### config.mk
export PLATFORM = sky130hd
export DESIGN_NAME = potseq_host
export DESIGN_NICKNAME = d
export VERILOG_FILES = /design/src/rtl/potseq_pkg.sv /design/src/rtl/potseq_timer.sv /design/src/rtl/potseq_cmd.sv /design/src/rtl/potseq_fsm.sv /design/src/rtl/potseq_host.sv
export SDC_FILE = /design/constraint.sdc
export NUM_CORES = 1
export LEC_CHECK = 0
export ABC_AREA = 1
export BUFFER_PORTS_ARGS = -buffer_cell sky130_fd_sc_hd__buf_2
export CORE_UTILIZATION = 40
export DETAILED_ROUTE_END_ITERATION = 10
export PLACE_DENSITY_LB_ADDON = 0.12
export SLEW_MARGIN = 20
export SYNTH_ARGS = -nofsm -noshare
export SYNTH_HDL_FRONTEND = slang
export SYNTH_SLANG_ARGS = --single-unit
### constraint.sdc
create_clock -name clk -period 3.2 [get_ports clk]
set_clock_uncertainty 0.15 [all_clocks]
set_input_delay 0.16 -clock clk [delete_from_list [all_inputs] [get_ports clk]]
set_output_delay 0.16 -clock clk [all_outputs]
set_load 0.01 [all_outputs]
### src/rtl/potseq_pkg.sv
package potseq_pkg;

  typedef enum logic [2:0] {
    PS_IDLE,
    PS_SETUP,
    PS_LOW,
    PS_HIGH,
    PS_REC_LO,
    PS_REC_HI
  } pstate_e;

  // Whole clock cycles covering a nanosecond interval, rounded up, at least one.
  function automatic int unsigned ns_to_cyc(input int unsigned ns, input int unsigned hz);
    longint unsigned prod;
    longint unsigned q;
    prod = 64'(ns) * 64'(hz) + 64'd999_999_999;
    q    = prod / 64'd1_000_000_000;
    if (q == 64'd0) q = 64'd1;
    return 32'(q);
  endfunction

  function automatic int unsigned umax(input int unsigned a, input int unsigned b);
    return (a > b) ? a : b;
  endfunction

endpackage

### src/rtl/potseq_timer.sv
module potseq_timer #(
  parameter int unsigned CNT_W = 16
) (
  input  logic             clk,
  input  logic             rst_n,
  input  logic             load,
  input  logic [CNT_W-1:0] load_val,
  output logic             expired
);

  logic [CNT_W-1:0] cnt_q;

  always_ff @(posedge clk or negedge rst_n) begin
    if (!rst_n) begin
      cnt_q <= '0;
    end else if (load) begin
      cnt_q <= load_val;
    end else if (cnt_q != '0) begin
      cnt_q <= cnt_q - 1'b1;
    end
  end

  assign expired = (cnt_q == '0);

endmodule

### src/rtl/potseq_cmd.sv
module potseq_cmd #(
  parameter int unsigned STEP_W    = 8,
  parameter int unsigned MAX_STEPS = 99,
  parameter int unsigned SL_W      = 7
) (
  input  logic              clk,
  input  logic              rst_n,
  input  logic              take,
  input  logic              cmd_up,
  input  logic [STEP_W-1:0] cmd_steps,
  input  logic              cmd_store,
  output logic [SL_W-1:0]   steps_clamped,
  output logic              noop,
  output logic              dir_q,
  output logic              store_q
);

  localparam longint unsigned FULL = (64'd1 << STEP_W) - 64'd1;

  generate
    if (FULL <= 64'(MAX_STEPS)) begin : g_direct
      assign steps_clamped = SL_W'(cmd_steps);
    end else begin : g_clamp
      localparam logic [STEP_W-1:0] LIM = STEP_W'(MAX_STEPS);
      assign steps_clamped = (cmd_steps > LIM) ? SL_W'(MAX_STEPS) : SL_W'(cmd_steps);
    end
  endgenerate

  assign noop = (cmd_steps == '0) && !cmd_store;

  always_ff @(posedge clk or negedge rst_n) begin
    if (!rst_n) begin
      dir_q   <= 1'b0;
      store_q <= 1'b0;
    end else if (take) begin
      dir_q   <= cmd_up;
      store_q <= cmd_store;
    end
  end

endmodule

### src/rtl/potseq_fsm.sv
module potseq_fsm
  import potseq_pkg::*;
#(
  parameter int unsigned SL_W      = 7,
  parameter int unsigned CNT_W     = 16,
  parameter int unsigned N_SETUP   = 1,
  parameter int unsigned N_LO      = 1,
  parameter int unsigned N_HI      = 1,
  parameter int unsigned N_TAIL_LO = 1,
  parameter int unsigned N_TAIL_HI = 1,
  parameter int unsigned N_ST      = 1,
  parameter int unsigned N_NS      = 1,
  parameter int unsigned N_DH      = 1
) (
  input  logic             clk,
  input  logic             rst_n,
  input  logic             cmd_valid,
  input  logic             noop,
  input  logic [SL_W-1:0]  steps_in,
  input  logic             store,
  input  logic             tmr_done,
  output logic             tmr_load,
  output logic [CNT_W-1:0] tmr_val,
  output logic             ready,
  output logic             take,
  output logic             sel_n,
  output logic             step,
  output logic             done
);

  localparam logic [CNT_W-1:0] V_SETUP   = CNT_W'(N_SETUP - 1);
  localparam logic [CNT_W-1:0] V_LO      = CNT_W'(N_LO - 1);
  localparam logic [CNT_W-1:0] V_HI      = CNT_W'(N_HI - 1);
  localparam logic [CNT_W-1:0] V_TAIL_LO = CNT_W'(N_TAIL_LO - 1);
  localparam logic [CNT_W-1:0] V_TAIL_HI = CNT_W'(N_TAIL_HI - 1);
  localparam logic [CNT_W-1:0] V_ST      = CNT_W'(N_ST - 1);
  localparam logic [CNT_W-1:0] V_NS      = CNT_W'(N_NS - 1);
  localparam logic [CNT_W-1:0] V_DH      = CNT_W'(N_DH - 1);

  pstate_e          state_q, state_d;
  logic [SL_W-1:0]  steps_q, steps_d;
  logic             done_q, done_d;
  logic [CNT_W-1:0] low_val;

  // The last low phase of a plain release also covers strobe-to-deselect.
  assign low_val = ((steps_q == SL_W'(1)) && !store) ? V_TAIL_LO : V_LO;

  always_comb begin
    state_d  = state_q;
    steps_d  = steps_q;
    done_d   = 1'b0;
    tmr_load = 1'b0;
    tmr_val  = '0;
    unique case (state_q)
      PS_IDLE: begin
        if (cmd_valid) begin
          if (noop) begin
            done_d = 1'b1;
          end else begin
            state_d  = PS_SETUP;
            steps_d  = steps_in;
            tmr_load = 1'b1;
            tmr_val  = V_SETUP;
          end
        end
      end
      PS_SETUP: begin
        if (tmr_done) begin
          tmr_load = 1'b1;
          if (steps_q == '0) begin
            state_d = PS_HIGH;
            tmr_val = V_TAIL_HI;
          end else begin
            state_d = PS_LOW;
            steps_d = steps_q - 1'b1;
            tmr_val = low_val;
          end
        end
      end
      PS_LOW: begin
        if (tmr_done) begin
          tmr_load = 1'b1;
          if ((steps_q == '0) && !store) begin
            state_d = PS_REC_LO;
            tmr_val = V_NS;
          end else begin
            state_d = PS_HIGH;
            tmr_val = (steps_q == '0) ? V_TAIL_HI : V_HI;
          end
        end
      end
      PS_HIGH: begin
        if (tmr_done) begin
          tmr_load = 1'b1;
          if (steps_q == '0) begin
            state_d = PS_REC_HI;
            tmr_val = V_ST;
          end else begin
            state_d = PS_LOW;
            steps_d = steps_q - 1'b1;
            tmr_val = low_val;
          end
        end
      end
      PS_REC_LO: begin
        if (tmr_done) begin
          tmr_load = 1'b1;
          state_d  = PS_REC_HI;
          tmr_val  = V_DH;
        end
      end
      PS_REC_HI: begin
        if (tmr_done) begin
          state_d = PS_IDLE;
          done_d  = 1'b1;
        end
      end
      default: state_d = PS_IDLE;
    endcase
  end

  always_ff @(posedge clk or negedge rst_n) begin
    if (!rst_n) begin
      state_q <= PS_IDLE;
      steps_q <= '0;
      done_q  <= 1'b0;
    end else begin
      state_q <= state_d;
      steps_q <= steps_d;
      done_q  <= done_d;
    end
  end

  assign ready = (state_q == PS_IDLE);
  assign take  = ready && cmd_valid && !noop;
  assign sel_n = (state_q == PS_IDLE) || (state_q == PS_REC_LO) || (state_q == PS_REC_HI);
  assign step  = !((state_q == PS_LOW) || (state_q == PS_REC_LO));
  assign done  = done_q;

endmodule

### src/rtl/potseq_host.sv
module potseq_host
  import potseq_pkg::*;
#(
  parameter int unsigned CLK_HZ             = 100_000_000,
  parameter int unsigned STEP_W             = 8,
  parameter int unsigned MAX_STEPS          = 99,
  parameter int unsigned T_SEL_SETUP_NS     = 100,
  parameter int unsigned T_DIR_SETUP_NS     = 2900,
  parameter int unsigned T_DIR_HOLD_NS      = 100,
  parameter int unsigned T_LOW_NS           = 1000,
  parameter int unsigned T_HIGH_NS          = 1000,
  parameter int unsigned T_PERIOD_NS        = 2000,
  parameter int unsigned T_IDLE_TO_DESEL_NS = 1000,
  parameter int unsigned T_REC_STORE_NS     = 20_000_000,
  parameter int unsigned T_REC_PLAIN_NS     = 100
) (
  input  logic              clk,
  input  logic              rst_n,
  input  logic              cmd_valid,
  output logic              cmd_ready,
  input  logic              cmd_up,
  input  logic [STEP_W-1:0] cmd_steps,
  input  logic              cmd_store,
  output logic              pot_sel_n,
  output logic              pot_step,
  output logic              pot_up,
  output logic              done
);

  localparam int unsigned C_SS  = ns_to_cyc(T_SEL_SETUP_NS, CLK_HZ);
  localparam int unsigned C_DS  = ns_to_cyc(T_DIR_SETUP_NS, CLK_HZ);
  localparam int unsigned C_DH  = ns_to_cyc(T_DIR_HOLD_NS, CLK_HZ);
  localparam int unsigned C_LO  = ns_to_cyc(T_LOW_NS, CLK_HZ);
  localparam int unsigned C_HI  = ns_to_cyc(T_HIGH_NS, CLK_HZ);
  localparam int unsigned C_PER = ns_to_cyc(T_PERIOD_NS, CLK_HZ);
  localparam int unsigned C_IC  = ns_to_cyc(T_IDLE_TO_DESEL_NS, CLK_HZ);
  localparam int unsigned C_ST  = ns_to_cyc(T_REC_STORE_NS, CLK_HZ);
  localparam int unsigned C_NS  = ns_to_cyc(T_REC_PLAIN_NS, CLK_HZ);

  localparam int unsigned N_SETUP   = umax(C_SS, C_DS);
  localparam int unsigned N_LO      = umax(C_LO, (C_PER > C_HI) ? (C_PER - C_HI) : 1);
  localparam int unsigned N_HI      = C_HI;
  localparam int unsigned N_TAIL_LO = umax(N_LO, C_IC);
  localparam int unsigned N_TAIL_HI = umax(N_HI, C_IC);
  localparam int unsigned N_MAXC    = umax(umax(umax(N_SETUP, N_TAIL_LO), umax(N_TAIL_HI, C_ST)),
                                           umax(C_NS, C_DH));
  localparam int unsigned CNT_W     = $clog2(N_MAXC + 1);
  localparam int unsigned SL_W      = $clog2(MAX_STEPS + 1);

  logic [SL_W-1:0]  steps_clamped;
  logic             noop;
  logic             take;
  logic             store_q;
  logic             tmr_load;
  logic [CNT_W-1:0] tmr_val;
  logic             tmr_done;

  potseq_cmd #(
    .STEP_W    (STEP_W),
    .MAX_STEPS (MAX_STEPS),
    .SL_W      (SL_W)
  ) u_cmd (
    .clk           (clk),
    .rst_n         (rst_n),
    .take          (take),
    .cmd_up        (cmd_up),
    .cmd_steps     (cmd_steps),
    .cmd_store     (cmd_store),
    .steps_clamped (steps_clamped),
    .noop          (noop),
    .dir_q         (pot_up),
    .store_q       (store_q)
  );

  potseq_timer #(
    .CNT_W (CNT_W)
  ) u_timer (
    .clk      (clk),
    .rst_n    (rst_n),
    .load     (tmr_load),
    .load_val (tmr_val),
    .expired  (tmr_done)
  );

  potseq_fsm #(
    .SL_W      (SL_W),
    .CNT_W     (CNT_W),
    .N_SETUP   (N_SETUP),
    .N_LO      (N_LO),
    .N_HI      (N_HI),
    .N_TAIL_LO (N_TAIL_LO),
    .N_TAIL_HI (N_TAIL_HI),
    .N_ST      (C_ST),
    .N_NS      (C_NS),
    .N_DH      (C_DH)
  ) u_fsm (
    .clk       (clk),
    .rst_n     (rst_n),
    .cmd_valid (cmd_valid),
    .noop      (noop),
    .steps_in  (steps_clamped),
    .store     (store_q),
    .tmr_done  (tmr_done),
    .tmr_load  (tmr_load),
    .tmr_val   (tmr_val),
    .ready     (cmd_ready),
    .take      (take),
    .sel_n     (pot_sel_n),
    .step      (pot_step),
    .done      (done)
  );

endmodule

==> impl_metrics.tcl <==
set metrics [dict create \
    p_int_w 0.0006124 \
    antenna_found_initial 0 \
    synth_seq_cells 34 \
    post_synth_main_area_contributors "dfrtp_1 37%, nand2_1 14%, nor2_1 6.9%" \
    dp_hpwl_um 4234 \
    synth_cell_types 33 \
    ctsResizeCount 0 \
    syn_nets 337 \
    nets 360 \
    synth_xor_area_share_pct 4.509 \
    setup.worst_path.start_class "flip-flop" \
    synth_area_per_cell_um2 7.239 \
    required_ns 3.28 \
    seqPwrFrac_pct 54.8 \
    yosysSeqAreaShare_pct 36.50 \
    crit_buf_inv 3 \
    cts.reportedPaths.clkPinSlew_ns 0.07 \
    root_buffer "clkbuf_8" \
    p_per_area_nw_per_um2 302.8 \
    synth_largest_area_cell "dfrtp_1" \
    start_util_pct 41.82 \
    worst_slew_pin_slew_ns 0.7534 \
    synth-main-ff-cell "dfrtp_1" \
    synthCells 322 \
    die-area_um2 6136 \
    drt_iter0_drc 141 \
    netlist.area_leader.share_pct 36.50 \
    max_freq_mhz 431.3 \
    grt_start_max_net_pins 35 \
    finalSetupTns_ns 0 \
    drt_first_pass_iters 4 \
    io_buffers 17 \
    drive_gt1_share_pct 16.76 \
    place_congestion 0.8156 \
    antennaDiodeCount 0 \
    syn_area_um2 2331 \
    power_w 0.0007838 \
    rsz0062_at_grt "no" \
    end_kind "flip-flop" \
    grt_first_pass_wirelength_um 9577 \
    yosys_warnings 0 \
    h-tree-depth 2 \
    fill_cells 586 \
    cts_num_sinks 34 \
    synth_async_sr_flop_share_pct 100.0 \
    cts_tree "done" \
    path_cells "inv_1 -> ha_1 -> nand2_2 -> nor2_4 -> nand3_2 -> clkinv_1 -> nand3_2 -> inv_2 -> nand2_1 -> nand2_1" \
    synth.area.mux_share_pct 0 \
    sw_frac_of_total_pct 21.86 \
    p_switching_w 0.0001714 \
    synth_top_family_by_area "simple AND/OR/NAND/NOR gates" \
    drv_slew 0 \
    drc_errors 0 \
    crit_slowest_cell "dfrtp_1" \
    rows 27 \
    die_height_um 78.34 \
    fin_crit_sh_pct 72.46 \
    grt.total_usage_pct 20.13 \
    path_max_fanout 11 \
    synth-compound-area-share_pct 8.749 \
    crit_type "reg -> reg" \
    viasPerCell 4.880 \
    hold_viol 0 \
    cts_buffers 5 \
    antenna_left 0 \
    synthAdderAreaFrac_pct 1.074 \
    vias 2040 \
    routed_wl_um 5421 \
    grt-ovfl-total 0 \
    yosys-top-cells-count "90 x nand2_1, 43 x nor2_1, 34 x dfrtp_1" \
    synth_edf_count 0 \
    slowest_delay_ns 0.39 \
    preCtsSetupSlack_ns 0.9069 \
    path_delay_family "simple AND/OR/NAND/NOR gates" \
    period_minus_slack_ns 2.319 \
    critPathArrivalTime_ns 2.40 \
    clkLatencyLatePin_ns 0.28 \
    final-setup-viol-count 0 \
    yosysMostFrequentCell "nand2_1" \
    fp.dieW_um 78.34 \
    p_leak_nw 1.330 \
    syn_to_final_growth_pct 11.06 \
    cts_setup_buffers 0 \
    num_io_pins 18 \
    grt_pass1_vias 1979 \
    hold_buffers 3 \
    final.setup.worst_slack_ns 0.8812 \
    p_comb_share_pct 3.3 \
    cts_buffer_depth 2 \
    ir_worst_vdd_mv 0.2085 \
    core_um2 5574 \
    hp-class "in -> reg" \
    clkPwrFrac_pct 41.9 \
    synthSimpleGateAreaFrac_pct 41.65 \
    slew_headroom_pct 49.77 \
    max_cap_viol_count 0 \
    status "finished clean" \
    avgRoutedWirePerCell_um 12.97 \
]
-- final timing paths --
kind / startpoint / to / slack (ns) / cells past startpoint
max: u_timer.cnt_q[0] / u_timer.cnt_q[1] / 0.88 / 10
min: cmd_steps[3] / u_fsm.steps_q[3] / 0.10 / 5
max reg2reg: u_timer.cnt_q[0] / u_timer.cnt_q[1] / 0.88 / 10
min reg2reg: u_fsm.steps_q[2] / u_fsm.steps_q[2] / 0.32 / 2
max in group asynchronous: rst_n / u_timer.cnt_q[15] / 2.08 / 2
min in group asynchronous: rst_n / u_fsm.state_q[1] / 0.32 / 2
-- layout make-up --
type | count | area (µm²) | share of cell area [%]
Multi-Input combinational cell | 248 | 1305 | 50.41
Sequential cell | 34 | 850.8 | 32.87
Inverter | 36 | 136.4 | 5.268
Timing Repair Buffer | 20 | 115.1 | 4.447
Tap cell | 72 | 90.09 | 3.480
Clock buffer | 7 | 86.33 | 3.335
Clock inverter | 1 | 5.005 | 0.1933
-- placed cells by master, fill, tap and decap left out --
| cell | instances |
|---|---|
| nand2_1 | 90 |
| nor2_1 | 43 |
| dfrtp_1 | 34 |
| inv_1 | 29 |
| nand3_1 | 21 |
| o21ai_0 | 17 |
| buf_2 | 17 |
| a21oi_1 | 11 |
| nor3_1 | 9 |
| xor2_1 | 7 |
| nor2_4 | 6 |
| nor2_2 | 6 |
| clkbuf_8 | 6 |
| inv_2 | 5 |
| nand2_2 | 5 |
| nand4_1 | 5 |
| xnor2_1 | 5 |
| nand2_4 | 3 |
| nand3_2 | 3 |
| nand3b_1 | 3 |
| dlygate4sd3_1 | 3 |
| nor2_8 | 2 |
| o21ai_1 | 2 |
| clkinv_2 | 2 |
| ha_1 | 2 |
| clkinv_1 | 1 |
| a22o_1 | 1 |
| a21oi_4 | 1 |
| o22ai_1 | 1 |
| nand4_4 | 1 |
| o211ai_1 | 1 |
| and2_1 | 1 |
| a31oi_1 | 1 |
| a21oi_2 | 1 |
| clkbuf_1 | 1 |
-- worst register-to-register path, delay by kind of cell, from the launching register on --
family | cells | cell delay, ns
adder cells (fa/ha/maj) | 1 | 0.29
AND/OR/NAND/NOR | 6 | 0.92
buffers and inverters | 3 | 0.53
flip-flops | 1 | 0.39
-- stage by stage --
step	utilization, %	area (µm²)	std cells	hold slack, ns
after floorplan	-	2331	322	-0.2856
after global placement	44.26	2467	407	0.1311
after detailed placement	44.26	2467	407	0.1374
after CTS	46.44	2589	418	0.09611
after global routing	46.44	2589	418	0.1125
final	46.44	2589	418	0.1049
-- sequential cells by signal, summed over array words and instances (netlist names) --
name / flops
u_fsm.state_q: 3
u_fsm.steps_q: 7
u_cmd.dir_q: 1
u_fsm.done: 1
u_timer.cnt_q: 21
u_cmd.store_q: 1
-- cell families (layout without fill, tap and decap cells) --
| family | count (synthesis) | in the layout |
|---|---|---|
| flip-flops | 34 | 34 |
| adder cells (fa/ha/maj) | 2 | 2 |
| XOR/XNOR | 12 | 12 |
| AND/OR/NAND/NOR | 198 | 198 |
| AO/OA/AOI/OAI | 36 | 36 |
| buffers and inverters | 40 | 64 |
-- metal layers --
metal	wire (µm)	vias to the layer above	global-route usage, %
met4	65	0	5.370
met5	0	-	0
met3	147	7	4.302
met1	2824	931	29.01
met2	2382	28	30.26
li1	-	1074	-
-- power by group through the flow --
stage,Clock (W),Combinational [W],Sequential [W]
after floorplan,0,0.00000464,0.000438
after global placement,0,0.0000237,0.000438
after detailed placement,0,0.0000240,0.000438
after CTS,0.000341,0.0000267,0.000429
after global routing,0.000359,0.0000295,0.000429
final,0.000329,0.0000257,0.000430
Note: power is estimated with default switching activity, not from simulation.
